<file path="config.mk">
export PLATFORM = sky130hd
export DESIGN_NAME = dram_refresh_seq
export DESIGN_NICKNAME = d
export VERILOG_FILES = /design/src/rtl/dram_ref_pkg.sv /design/src/rtl/ref_datapath.sv /design/src/rtl/ref_control.sv /design/src/rtl/dram_refresh_seq.sv
export SDC_FILE = /design/constraint.sdc
export NUM_CORES = 1
export LEC_CHECK = 0
export ABC_CLOCK_PERIOD_IN_PS = 7050
export BUFFER_PORTS_ARGS = -buffer_cell sky130_fd_sc_hd__buf_4
export CORE_ASPECT_RATIO = 0.5
export CORE_MARGIN = 1
export CORE_UTILIZATION = 30
export DETAILED_ROUTE_END_ITERATION = 16
export GPL_TIMING_DRIVEN = 1
export HOLD_SLACK_MARGIN = 0.15
export SLEW_MARGIN = 20
export SYNTH_ARGS = -nofsm -noshare
export SYNTH_HDL_FRONTEND = slang
export SYNTH_SLANG_ARGS = --single-unit
export TNS_END_PERCENT = 10
</file>
<file path="constraint.sdc">
create_clock -name clk -period 7.05 [get_ports clk]
set_clock_uncertainty 0.1 [all_clocks]
set_input_delay 2.115 -clock clk [delete_from_list [all_inputs] [get_ports clk]]
set_output_delay 2.115 -clock clk [all_outputs]
set_load 0.01 [all_outputs]
</file>
<file path="src/rtl/dram_ref_pkg.sv">
package dram_ref_pkg;

  typedef enum logic [3:0] {
    ST_INIT_WAIT,
    ST_IDLE,
    ST_REQ,
    ST_CAS_SET,
    ST_RAS_ACT,
    ST_PRECH,
    ST_SELF_SET,
    ST_SELF_HOLD,
    ST_SELF_PRECH
  } refState_e;

  typedef enum logic [1:0] {
    PH_INIT,
    PH_NORM,
    PH_PRE,
    PH_POST
  } refPhase_e;

  typedef struct packed {
    logic cntClr;
    logic tmrHold;
    logic pendDec;
    logic initInc;
  } dpCtl_t;

endpackage

</file>
<file path="src/rtl/ref_datapath.sv">
module ref_datapath
  import dram_ref_pkg::*;
#(
  parameter int CNT_W        = 16,
  parameter int INIT_CYCLES  = 8,
  parameter int REF_INTERVAL = 1560,
  parameter int MAX_PENDING  = 8
) (
  input  logic             clk,
  input  logic             rstN,
  input  dpCtl_t           ctl,
  output logic [CNT_W-1:0] phaseCnt,
  output logic             pendAny,
  output logic             pendMulti,
  output logic             initLast
);

  localparam int TMR_W  = $clog2(REF_INTERVAL + 1);
  localparam int PEND_W = $clog2(MAX_PENDING + 1);
  localparam int INIT_W = $clog2(INIT_CYCLES + 1);

  logic [TMR_W-1:0]  tmr;
  logic [PEND_W-1:0] pend;
  logic [INIT_W-1:0] initCnt;
  logic              tick;
  logic              incOk;

  // state-length counter, saturating
  always_ff @(posedge clk) begin
    if (!rstN || ctl.cntClr) phaseCnt <= '0;
    else if (phaseCnt != '1) phaseCnt <= phaseCnt + 1'b1;
  end

  // distributed refresh interval timer
  assign tick = !ctl.tmrHold && (tmr == TMR_W'(REF_INTERVAL - 1));

  always_ff @(posedge clk) begin
    if (!rstN || ctl.tmrHold || tick) tmr <= '0;
    else tmr <= tmr + 1'b1;
  end

  // overdue refresh count; a tick at the limit is dropped unless one is served
  assign incOk = tick && ((pend != PEND_W'(MAX_PENDING)) || ctl.pendDec);

  always_ff @(posedge clk) begin
    if (!rstN || ctl.tmrHold) pend <= '0;
    else if (incOk && !ctl.pendDec) pend <= pend + 1'b1;
    else if (!incOk && ctl.pendDec && pend != '0) pend <= pend - 1'b1;
  end

  assign pendAny   = (pend != '0);
  assign pendMulti = (pend > PEND_W'(1));

  // start-up burst counter
  always_ff @(posedge clk) begin
    if (!rstN) initCnt <= '0;
    else if (ctl.initInc) initCnt <= initCnt + 1'b1;
  end

  assign initLast = (initCnt == INIT_W'(INIT_CYCLES - 1));

  assert_pend_cap_R6: assert property (@(posedge clk) disable iff (!rstN)
    pend <= PEND_W'(MAX_PENDING));

  assert_pend_flush_R6: assert property (@(posedge clk) disable iff (!rstN)
    ctl.tmrHold |=> (pend == '0));

endmodule

</file>
<file path="src/rtl/ref_control.sv">
module ref_control
  import dram_ref_pkg::*;
#(
  parameter int CNT_W          = 16,
  parameter int INIT_PAUSE     = 20000,
  parameter int CAS_SETUP      = 2,
  parameter int CAS_HOLD       = 3,
  parameter int RAS_LOW        = 8,
  parameter int PRECHARGE      = 6,
  parameter int SELF_MIN       = 10000,
  parameter int SELF_PRECHARGE = 13
) (
  input  logic             clk,
  input  logic             rstN,
  input  logic             grant,
  input  logic             selfReq,
  input  logic [CNT_W-1:0] phaseCnt,
  input  logic             pendAny,
  input  logic             pendMulti,
  input  logic             initLast,
  output dpCtl_t           ctl,
  output logic             refReq,
  output logic             rasN,
  output logic             casN,
  output logic             busy,
  output logic             inSelf,
  output logic             initDone
);

  refState_e state, stateNext;
  refPhase_e phase, phaseNext;
  logic      prechEnd;

  function automatic logic atEnd(input logic [CNT_W-1:0] cnt, input int len);
    return cnt == CNT_W'(len - 1);
  endfunction

  assign prechEnd = (state == ST_PRECH) && atEnd(phaseCnt, PRECHARGE);

  always_comb begin
    stateNext = state;
    phaseNext = phase;
    case (state)
      ST_INIT_WAIT:
        if (atEnd(phaseCnt, INIT_PAUSE)) begin
          stateNext = ST_REQ;
          phaseNext = PH_INIT;
        end
      ST_IDLE:
        if (selfReq && initDone) begin
          stateNext = ST_REQ;
          phaseNext = PH_PRE;
        end else if (pendAny) begin
          stateNext = ST_REQ;
          phaseNext = PH_NORM;
        end
      ST_REQ:
        if (grant) stateNext = ST_CAS_SET;
      ST_CAS_SET:
        if (atEnd(phaseCnt, CAS_SETUP)) stateNext = ST_RAS_ACT;
      ST_RAS_ACT:
        if (atEnd(phaseCnt, RAS_LOW)) stateNext = ST_PRECH;
      ST_PRECH:
        if (prechEnd) begin
          case (phase)
            PH_INIT: begin
              stateNext = initLast ? ST_IDLE : ST_REQ;
              if (initLast) phaseNext = PH_NORM;
            end
            PH_NORM: stateNext = pendMulti ? ST_REQ : ST_IDLE;
            PH_PRE:  stateNext = ST_SELF_SET;
            default: begin
              stateNext = ST_IDLE;
              phaseNext = PH_NORM;
            end
          endcase
        end
      ST_SELF_SET:
        if (atEnd(phaseCnt, CAS_SETUP)) stateNext = ST_SELF_HOLD;
      ST_SELF_HOLD:
        if (!selfReq && phaseCnt >= CNT_W'(SELF_MIN - 1)) stateNext = ST_SELF_PRECH;
      ST_SELF_PRECH:
        if (atEnd(phaseCnt, SELF_PRECHARGE)) begin
          stateNext = ST_REQ;
          phaseNext = PH_POST;
        end
      default: stateNext = ST_IDLE;
    endcase
  end

  always_ff @(posedge clk) begin
    if (!rstN) begin
      state    <= ST_INIT_WAIT;
      phase    <= PH_INIT;
      initDone <= 1'b0;
    end else begin
      state <= stateNext;
      phase <= phaseNext;
      if (prechEnd && phase == PH_INIT && initLast) initDone <= 1'b1;
    end
  end

  // strobes to the datapath
  assign ctl.cntClr  = (stateNext != state);
  assign ctl.tmrHold = !initDone || phase == PH_PRE || phase == PH_POST;
  assign ctl.pendDec = prechEnd && phase == PH_NORM;
  assign ctl.initInc = prechEnd && phase == PH_INIT;

  // memory strobes and status
  assign rasN = !(state == ST_RAS_ACT || state == ST_SELF_HOLD);
  assign casN = !(state == ST_CAS_SET || state == ST_SELF_SET || state == ST_SELF_HOLD ||
                  (state == ST_RAS_ACT && phaseCnt < CNT_W'(CAS_HOLD)));
  assign refReq = !(state == ST_IDLE || state == ST_INIT_WAIT);
  assign busy   = (state != ST_IDLE);
  assign inSelf = (state == ST_SELF_HOLD);

  assert_cas_first_R3: assert property (@(posedge clk) disable iff (!rstN)
    $fell(rasN) |-> (!casN && $past(!casN)));

  assert_wait_grant_R5: assert property (@(posedge clk) disable iff (!rstN)
    (refReq && rasN && casN && !grant && state == ST_REQ) |=> (rasN && casN));

  assert_self_gate_R10: assert property (@(posedge clk) disable iff (!rstN)
    !initDone |-> !inSelf);

endmodule

</file>
<file path="src/rtl/dram_refresh_seq.sv">
module dram_refresh_seq
  import dram_ref_pkg::*;
#(
  parameter int INIT_PAUSE     = 20000,
  parameter int INIT_CYCLES    = 8,
  parameter int REF_INTERVAL   = 1560,
  parameter int CAS_SETUP      = 2,
  parameter int CAS_HOLD       = 3,
  parameter int RAS_LOW        = 8,
  parameter int PRECHARGE      = 6,
  parameter int ZONE_LO        = 1000,
  parameter int SELF_MIN       = 10000,
  parameter int SELF_PRECHARGE = 13,
  parameter int MAX_PENDING    = 8
) (
  input  logic clk,
  input  logic rstN,
  input  logic grant,
  input  logic selfReq,
  output logic refReq,
  output logic rasN,
  output logic casN,
  output logic busy,
  output logic inSelf,
  output logic initDone
);

  localparam int CNT_W = $clog2(INIT_PAUSE + SELF_MIN + SELF_PRECHARGE + RAS_LOW + PRECHARGE + 2);
  localparam int RUN_W = $clog2(SELF_MIN + 2);

  dpCtl_t           ctl;
  logic [CNT_W-1:0] phaseCnt;
  logic             pendAny;
  logic             pendMulti;
  logic             initLast;

  ref_control #(
    .CNT_W(CNT_W), .INIT_PAUSE(INIT_PAUSE), .CAS_SETUP(CAS_SETUP), .CAS_HOLD(CAS_HOLD),
    .RAS_LOW(RAS_LOW), .PRECHARGE(PRECHARGE), .SELF_MIN(SELF_MIN),
    .SELF_PRECHARGE(SELF_PRECHARGE)
  ) uCtrl (
    .clk(clk), .rstN(rstN), .grant(grant), .selfReq(selfReq),
    .phaseCnt(phaseCnt), .pendAny(pendAny), .pendMulti(pendMulti), .initLast(initLast),
    .ctl(ctl), .refReq(refReq), .rasN(rasN), .casN(casN), .busy(busy),
    .inSelf(inSelf), .initDone(initDone)
  );

  ref_datapath #(
    .CNT_W(CNT_W), .INIT_CYCLES(INIT_CYCLES), .REF_INTERVAL(REF_INTERVAL),
    .MAX_PENDING(MAX_PENDING)
  ) uPath (
    .clk(clk), .rstN(rstN), .ctl(ctl), .phaseCnt(phaseCnt),
    .pendAny(pendAny), .pendMulti(pendMulti), .initLast(initLast)
  );

  // row-strobe low run length, used only by the zone check below
  logic [RUN_W-1:0] lowRun;

  always_ff @(posedge clk) begin
    if (!rstN || rasN) lowRun <= '0;
    else if (lowRun != '1) lowRun <= lowRun + 1'b1;
  end

  assert_zone_R8: assert property (@(posedge clk) disable iff (!rstN)
    $rose(rasN) |-> (lowRun < RUN_W'(ZONE_LO) || lowRun >= RUN_W'(SELF_MIN)));

  assert_self_busy_R9: assert property (@(posedge clk) disable iff (!rstN)
    inSelf |-> (busy && refReq));

endmodule

</file>
### After elaboration in Yosys (flattened, before gate mapping)

Index checks and enable logic that the tools add are counted.

| storage, ports and cells | value |
|---|---|
| register bits after elaboration | 41 |
| input port bits | 4 |
| word-level logic and storage cells | 106 |

| cells by class | value |
|---|---|
| $add $sub $neg | 5 |
| order comparisons | 3 |
| equal/unequal tests | 28 |
| mux-type cells | 24 |
| reduce and logical (&&, ||, !) cells | 39 |

Operators with widths:

| operator | number |
|---|---|
| two-way mux 4 bit | 12 |
| case mux 4 bit (9 select lines) | 1 |
| equality test 15 x 3 -> 1 bit (second input constant) | 2 |
| equality test 4 x 3 -> 1 bit (second input constant) | 5 |
| two-way mux 2 bit | 8 |
| adder 15 x 1 -> 15 bit (second input constant) | 1 |
| equality test 15 x 1 -> 1 bit (second input constant) | 1 |
| equality test 15 bit (second input constant) | 1 |
| equality test 15 x 4 -> 1 bit (second input constant) | 1 |
| >= comparator 15 x 14 -> 1 bit (second input constant) | 1 |
| < comparator 15 x 2 -> 1 bit (second input constant) | 1 |
| != test 15 bit (second input constant) | 1 |
| logical AND 1 bit | 12 |
| case mux 4 bit (3 select lines) | 1 |
| adder 11 x 1 -> 11 bit (second input constant) | 1 |
| equality test 11 bit (second input constant) | 1 |
| logical OR 1 bit | 11 |
| logical NOT 1 bit | 9 |
| adder 4 x 1 -> 4 bit (second input constant) | 2 |
| equality test 4 x 2 -> 1 bit (second input constant) | 2 |
| case mux 2 bit (4 select lines) | 1 |
| nonzero test 4 bit | 2 |
| AND reduction 7 bit | 1 |
| != test 2 x 1 -> 1 bit (second input constant) | 3 |
| 16 further kinds | 18 |

### Logic depth before layout (Yosys ltp)

Gate-level depths: netlist of the first run.

| depth | value |
|---|---|
| depth in word-level cells | 11 |
| gate-level depth with buffers | 9 |
| gate-level depth less buffers | 9 |

### Hierarchy

From an unflattened synthesis of the first run, not the netlist that was laid out.

| second synthesis, totals | value |
|---|---|
| cell total of the unflattened synthesis | 307 |
| area total of the unflattened synthesis | 2586.2 µm² |

By module, submodules not included:

| module | instances | cells an instance | area each (µm²) | sequential area each (µm²) |
|---|---|---|---|---|
| ref_datapath | 1 | 185 | 1641.6 | 680.7 |
| ref_control | 1 | 122 | 944.7 | 140.1 |

### Worst setup path after synthesis of the first run

No wires, ideal clock.

| timing | value |
|---|---|
| path kind | input to register |
| start | input port selfReq |
| end | register uPath.phaseCnt[0] |
| arrival | 3.675 ns |
| data required time | 6.815 ns |
| path slack | 3.140 ns |
| stages on the path | 7 |
| path buffers | 0 |
| cell sequence | and2_1 > o31a_1 > a211oi_1 > nor4_1 > o221a_4 > o31ai_4 > nor3_1 |

| on the way | value |
|---|---|
| cells in the longest elaborated chain, start to end | 6 |

RTL lines:

| element | RTL line | text |
|---|---|---|
| from (decl) | dram_refresh_seq.sv:19 | `input logic selfReq,` |
| logical NOT 1 bit | ref_control.sv:81 | `if (!selfReq && phaseCnt >= CNT_W'(SELF_MIN - 1)) stateNext = ST_SELF_PRECH;` |
| logical AND 1 bit | ref_control.sv:81 |  |
| two-way mux 4 bit | ref_control.sv:81 |  |
| case mux 4 bit (9 select lines) * | ref_control.sv:43 | `case (state)` |
| != test 4 bit * | ref_control.sv:104 | `assign ctl.cntClr = (stateNext != state);` |
| logical OR 1 bit * | ref_datapath.sv:30 | `if (!rstN \|\| ctl.cntClr) phaseCnt <= '0;` |
| to (signal assigned) | ref_datapath.sv:31 | `else if (phaseCnt != '1) phaseCnt <= phaseCnt + 1'b1;` |
| to (decl) | ref_datapath.sv:12 | `output logic [CNT_W-1:0] phaseCnt,` |

Mark *: on every way between the ends. The rest lies on a longest branch, timed or not.
A chain may end at the register's enable or synchronous reset.

### Final worst setup path of the first run

| timing | value |
|---|---|
| start | register uPath.phaseCnt[14] |
| end | output port casN |

| on the way | value |
|---|---|
| cells in the longest elaborated chain, start to end | 4 |

RTL lines:

| element | RTL line | text |
|---|---|---|
| < comparator 15 x 2 -> 1 bit | ref_control.sv:112 | `(state == ST_RAS_ACT && phaseCnt < CNT_W'(CAS_HOLD)));` |
| logical AND 1 bit | ref_control.sv:112 |  |
| logical OR 1 bit | ref_control.sv:111 | `assign casN = !(state == ST_CAS_SET \|\| state == ST_SELF_SET \|\| state == ST_SELF_HOLD \|\|` |
| logical NOT 1 bit | ref_control.sv:111 |  |
| to (decl) | dram_refresh_seq.sv:22 | `output logic casN,` |

No other way between the ends.

==> metrics.cfg, run 1 <==
[run_status]
status=finished, final reports clean

[timing]
fmax_ghz=0.236
worst_pin_slew_ns=0.953
slew_headroom_pct=36.3
rsz0062_at_grt=no
setup_tns_ns=0
setup_violations=0
worst_slack_ns=2.81
timing.final.crit_share_pct=60.1
slew_viol_final=0
min_period_ns=4.24
hold_violations=0

[critical_path]
endpoint=casN
slowest_delay_ns=0.55
r2r_setup_slack_ns=4.07
path_buf_inv=1
crit_chain=or4_4, nor3_1, a41oi_1, buf_4
path_delay_family=simple AND/OR/NAND/NOR gates
reg2reg_to=uPath.phaseCnt[0]
crit_required_ns=4.84
crit_arrival_ns=2.02
crit_path_start=uPath.phaseCnt[14]
crit_slowest_cell=or4_4
cp-start-kind=flop
crit_fanout=7
endpoint_kind=primary output
path_class=reg2out
r2r_cells=9
worst-path-stages=4
r2r_start=uPath.pend[0]

[synth]
synth_edf_count=0
synth_compound_area_share_pct=15.6
synth_area_sq_um=2570
synth_fp_nets=336
synth_area_leaders=dfxtp_1, nor2_1, ha_1
ys_ff_latch=41
synthCells=320
syn_area_per_cell_sq_um=8.03
synth_top_area_share_pct=31.9
synth_most_common_cell=nor2_1
seq_area_frac_synth_pct=31.9
synth_flop_cell=dfxtp_1
synth_top_family_by_area=simple AND/OR/NAND/NOR gates
async_flop_share_pct=0
synth_top_cell_by_area=dfxtp_1
synth.distinct_cells=55
yosys.area_share.simple_pct=33.1
ys_top_cells_by_count=nor2_1, dfxtp_1, nand2_1
yosys_warnings=0
synth_fa_ha_area_share_pct=5.84
synth_xor_area_share_pct=8.52
yosys-mux-area-fraction_pct=0.389

[placement]
place_hpwl_mm=4.14
place_congestion=0.907
dpl_worst_slack_ns=2.79
numPortBuffers=9

[power]
ir_drop_mv=0.0771
p_per_area_nw_per_um2=164
fin_total_pwr_uw=469
power.leakage_nw=0.956

[job]
cap_violations=0

[floorplan]
die_h_microns=67.4
coreArea_sq_um=8140
die-area_sq_um=8960
die_w_microns=133
initial_core_util_pct=31.6
rows=23
ios=10

[layout]
seq_area_sq_um=821
multi_input_area_sq_um=1630
fin_nets=342
n_fill_cell=856
n_antenna_cell=0
drive_above_1_share_pct=9.17
area_growth_pct=11.1

[route]
ant_nets=0
vias=2166
drc=0
wl_per_cell_microns=12.6
via_per_inst=4.93
wl_mm=5.53
firstDrtPassIters=4
first_iter_violations=214

[global_route]
grt_max_degree=17
antenna_found_initial=0
grt_pass1_wl_mm=9.25
grt_remaining_overflow=0
first_global_vias=1956
grt_use_total_pct=13.0

[clocking]
path_clk_slew_ns=0.06
cts_root_buf=clkbuf_16
cts_buffer_depth=2
worstSkewPairLatency_ns=0.28
h-tree-depth=2
ctsHoldBuffers=0
cts_resized=0
cts.sinks=41
cts_setup_buffers=0
cts-buffers-inserted=5
cts_tree=yes

[worst_hold_path]
hp-class=reg2reg

==> stage by stage <==
stage	instance area, sq um	cells	hold WS (ns)	util [%]
floorplan	2570	320	0.326	-
global placement	2720	431	0.350	33.4
detailed placement	2720	431	0.359	33.4
CTS	2860	439	0.373	35.1
global route	2860	439	0.395	35.1
finish	2860	439	0.367	35.1
==> sequential cells by signal, indices dropped and copies added, names as in the netlist <==
name / cells
uPath.tmr: 11
uPath.pend: 4
uCtrl.state: 4
uPath.phaseCnt: 15
uCtrl.initDone: 1
uCtrl.phase: 2
uPath.initCnt: 4
==> worst min-delay path by stage <==
stage	from	to	slack (ns)	cells after the start
2_1_floorplan	uPath.tmr[0]	uPath.tmr[0]	0.33	1
3_3_place_gp	uPath.tmr[0]	uPath.tmr[0]	0.35	1
3_5_place_dp	uPath.tmr[0]	uPath.tmr[0]	0.36	1
4_1_cts	uPath.tmr[0]	uPath.tmr[0]	0.37	1
5_1_grt	uPath.tmr[0]	uPath.tmr[0]	0.39	1
6_report	uPath.tmr[0]	uPath.tmr[0]	0.37	1
==> layout make-up <==
cell class	instances	share of cell area [%]
Timing Repair Buffer	9	2.37
Sequential cell	41	28.7
Multi-Input combinational cell	254	57.1
Inverter	15	1.97
Tap cell	112	4.91
Clock inverter	2	0.351
Clock buffer	6	4.51
==> layout by cell type (no fill, tap or decap), drive strengths merged, types with 2 or more instances in the layout <==
cell and instances:
a2111oi 2, a211oi 6, a21oi 12, a221o 2, a31oi 2, a41oi 2, and2 4, and3 2
buf 9, clkbuf 6, clkinv 2, dfxtp 41, ha 12, inv 15, nand2 27, nand2b 2
nand3 13, nand3b 4, nand4 9, nand4b 2, nor2 49, nor2b 6, nor3 19, nor3b 3
nor4 5, nor4b 2, o211ai 3, o21a 3, o21ai 8, o21bai 2, o22ai 3, o31a 3
o31ai 2, or3 9, or3b 2, or4 3, xnor2 14, xor2 11
==> logic make-up (layout without fill, tap and decap cells) <==
logic type,after synthesis,count (layout)
AOI/OAI and AO/OA,53,53
xor gates and xnor gates,25,25
muxes,1,1
and+or+nand+nor,163,163
buffers and inverters,25,32
DFF,41,41
adders and majority gates,12,12
==> metal layers <==
layer	track usage, %	vias to the layer above	share of wire [%]
met5	0	-	0
met4	4.45	0	1.4
met3	3.15	6	3.3
met2	20.5	29	43
met1	17.5	982	53
li1	-	1149	-
==> report_power, final <==
part	switching (mW)	internal, mW	total, mW
Sequential	0.00290	0.233	0.236
Combinational	0.00806	0.00565	0.0137
Clock	0.0890	0.130	0.219
Total	0.100	0.369	0.469
(Power assumes the default switching activity.)
==> inputs of run 2 (changes only) <==
ABC_CLOCK_PERIOD_IN_PS = 4390   (was 7050)
clock period = 4.39 ns   (was 7.05 ns; I/O delays follow)
==> run 2 against run 1 <==
  * Wire length increased by 2.6%
  * Via count increased by 2.4%
  * Final area increased by 1.3%
  * Non-clock buffer count unchanged
  * Sequential cell count unchanged
  * Total power increased by 78%
  * Die area unchanged
  * Sequential share of layout area decreased by 0.37 points
  * Sequential power increased by 61%
  * Clock power increased by 99%
  * Register-to-register slack got worse by 2.7 ns
  * Combinational power increased by 61%
  * Critical endpoint unchanged
  * Largest power group is now clock
  * Highest routed layer unchanged
==> metrics.cfg, run 2 (synthesis results as in run 1) <==
[run_status]
status=finished, final reports clean  ; unchanged

[clocking]
worstSkewPairLatency_ns=0.29  ; was 0.28 ns
cts_root_buf=clkbuf_16  ; unchanged
cts_setup_buffers=0  ; unchanged
ctsHoldBuffers=0  ; unchanged
cts_resized=0  ; unchanged
cts_buffer_depth=2  ; unchanged
cts_tree=yes  ; unchanged
h-tree-depth=2  ; unchanged
cts-buffers-inserted=5  ; unchanged
cts.sinks=41  ; unchanged
path_clk_slew_ns=0.06  ; about the same

[timing]
worst_pin_slew_ns=0.950  ; was 0.953 ns
rsz0062_at_grt=no  ; unchanged
hold_slack_ns=0.366  ; was 0.367 ns
min_period_ns=3.52
fmax_ghz=0.284
setup_violations=0  ; unchanged
slew_headroom_pct=36.5  ; was 36.3%
setup_tns_ns=0  ; unchanged
hold_violations=0  ; unchanged
slew_viol_final=0  ; unchanged
timing.final.crit_share_pct=80.2

[power]
power.leakage_nw=0.968  ; was 0.956 nW
ir_drop_mv=0.148  ; was 0.0771 mV
p_per_area_nw_per_um2=289  ; was 164 nW/um^2

[floorplan]
initial_core_util_pct=31.6  ; unchanged
coreArea_sq_um=8140  ; unchanged
die_h_microns=67.4  ; unchanged
die-area_sq_um=8960  ; unchanged
die_w_microns=133  ; unchanged
ios=10  ; unchanged
rows=23  ; unchanged

[global_route]
grt_use_total_pct=13.4  ; was 13.0%
grtUsageMet1_pct=18.0  ; was 17.5%
grt_use_met3_pct=3.00  ; was 3.15%
grt_max_degree=17  ; unchanged
grtUsageMet2_pct=21.0  ; was 20.5%
first_global_vias=1963  ; was 1956
busiest_layer=met2  ; unchanged
antenna_found_initial=0  ; unchanged
grt_remaining_overflow=0  ; unchanged
grt_pass1_wl_mm=9.38  ; was 9.25 mm

[layout]
layout_commonest_cell=nor2_1  ; unchanged
area_growth_pct=12.6  ; was 11.1%
largestRegisters=uPath.phaseCnt: 15 flops, uPath.tmr: 11 flops  ; unchanged
fin_nets=342  ; unchanged
largest_register_ffs=15  ; unchanged
n_antenna_cell=0  ; unchanged
regMostFlops=uPath.phaseCnt  ; unchanged
drive_above_1_share_pct=9.48  ; was 9.17%
final_cell_mix=nor2_1, dfxtp_1, nand2_1, nor3_1, inv_1  ; unchanged
final_cell_area_sq_um=2890  ; was 2860 sq um

[critical_path]
cp-start-kind=flop  ; unchanged
r2r_start=uPath.phaseCnt[14]  ; was uPath.pend[0]
r2r_setup_slack_ns=1.35  ; was 4.07 ns
crit_fanout=7  ; unchanged
path_class=reg2out  ; unchanged
endpoint_kind=primary output  ; unchanged
crit_path_start=uPath.phaseCnt[14]  ; unchanged
crit_required_ns=2.97  ; was 4.84 ns
crit_arrival_ns=2.10  ; was 2.02 ns

[worst_hold_path]
min-delay-start=uPath.tmr[0]  ; unchanged
hp-class=reg2reg  ; unchanged

[route]
first_iter_violations=162  ; was 214
vias=2217  ; was 2166
ant_nets=0  ; unchanged
drc=0  ; unchanged
wl_mm=5.67  ; was 5.53 mm
firstDrtPassIters=4  ; unchanged
wl_per_cell_microns=12.9  ; was 12.6 microns
via_per_inst=5.05  ; was 4.93

[placement]
place_congestion=0.907  ; about the same
numPortBuffers=9  ; unchanged
place_hpwl_mm=4.14  ; about the same
post_dp_cell_area_sq_um=2720  ; unchanged

[job]
cap_violations=0  ; unchanged

[run 2: path summary, 6_finish.rpt]
check,endpoint,cells past startpoint
max,casN,4
min,uPath.tmr[0],1
max reg2reg,uPath.phaseCnt[3],7
min reg2reg,uPath.tmr[0],1
[run 2: layout make-up]
class                      instances  area, sq um
inverter                          15         56.3
tap                              112          140
clock inverter                     2         37.5
multi-input combinational        254         1630
timing repair buffer               9         67.6
sequential                        41          821
fill                             851         5250
clock buffer                       6          139
[run 2: routing by layer]
layer  part of all wire, %  wire, microns
met1                    51           2880
met2                    44           2490
met3                   4.1            230
met4                   1.2             68
met5                     0              0
[run 2: power by group]
part | leakage, nW | internal [mW] | total (mW) | switching (mW)
clock network | 0.0831 | 0.284 | 0.435 | 0.152
registers | 0.331 | 0.374 | 0.379 | 0.00437
logic | 0.555 | 0.00907 | 0.0221 | 0.0130
total | 0.968 | 0.667 | 0.836 | 0.169
[run 2: critical path, cell delays in order (launching register included)]
cell and delay, ns:
dfxtp_1 0.38, or4_4 0.55, nor3_1 0.48, a41oi_1 0.21, buf_4 0.20
[run 2: stage by stage]
step / instances / setup slack, ns / util (%) / total power, mW
after detailed placement: 431 / 0.937 / 33.4 / 0.410
after global placement: 431 / 0.941 / 33.4 / 0.409
final: 439 / 0.870 / 35.5 / 0.836
after CTS: 439 / 0.901 / 35.5 / 0.847
after floorplan: 320 / 1.28 / - / 0.401
after global routing: 439 / 0.824 / 35.5 / 0.876
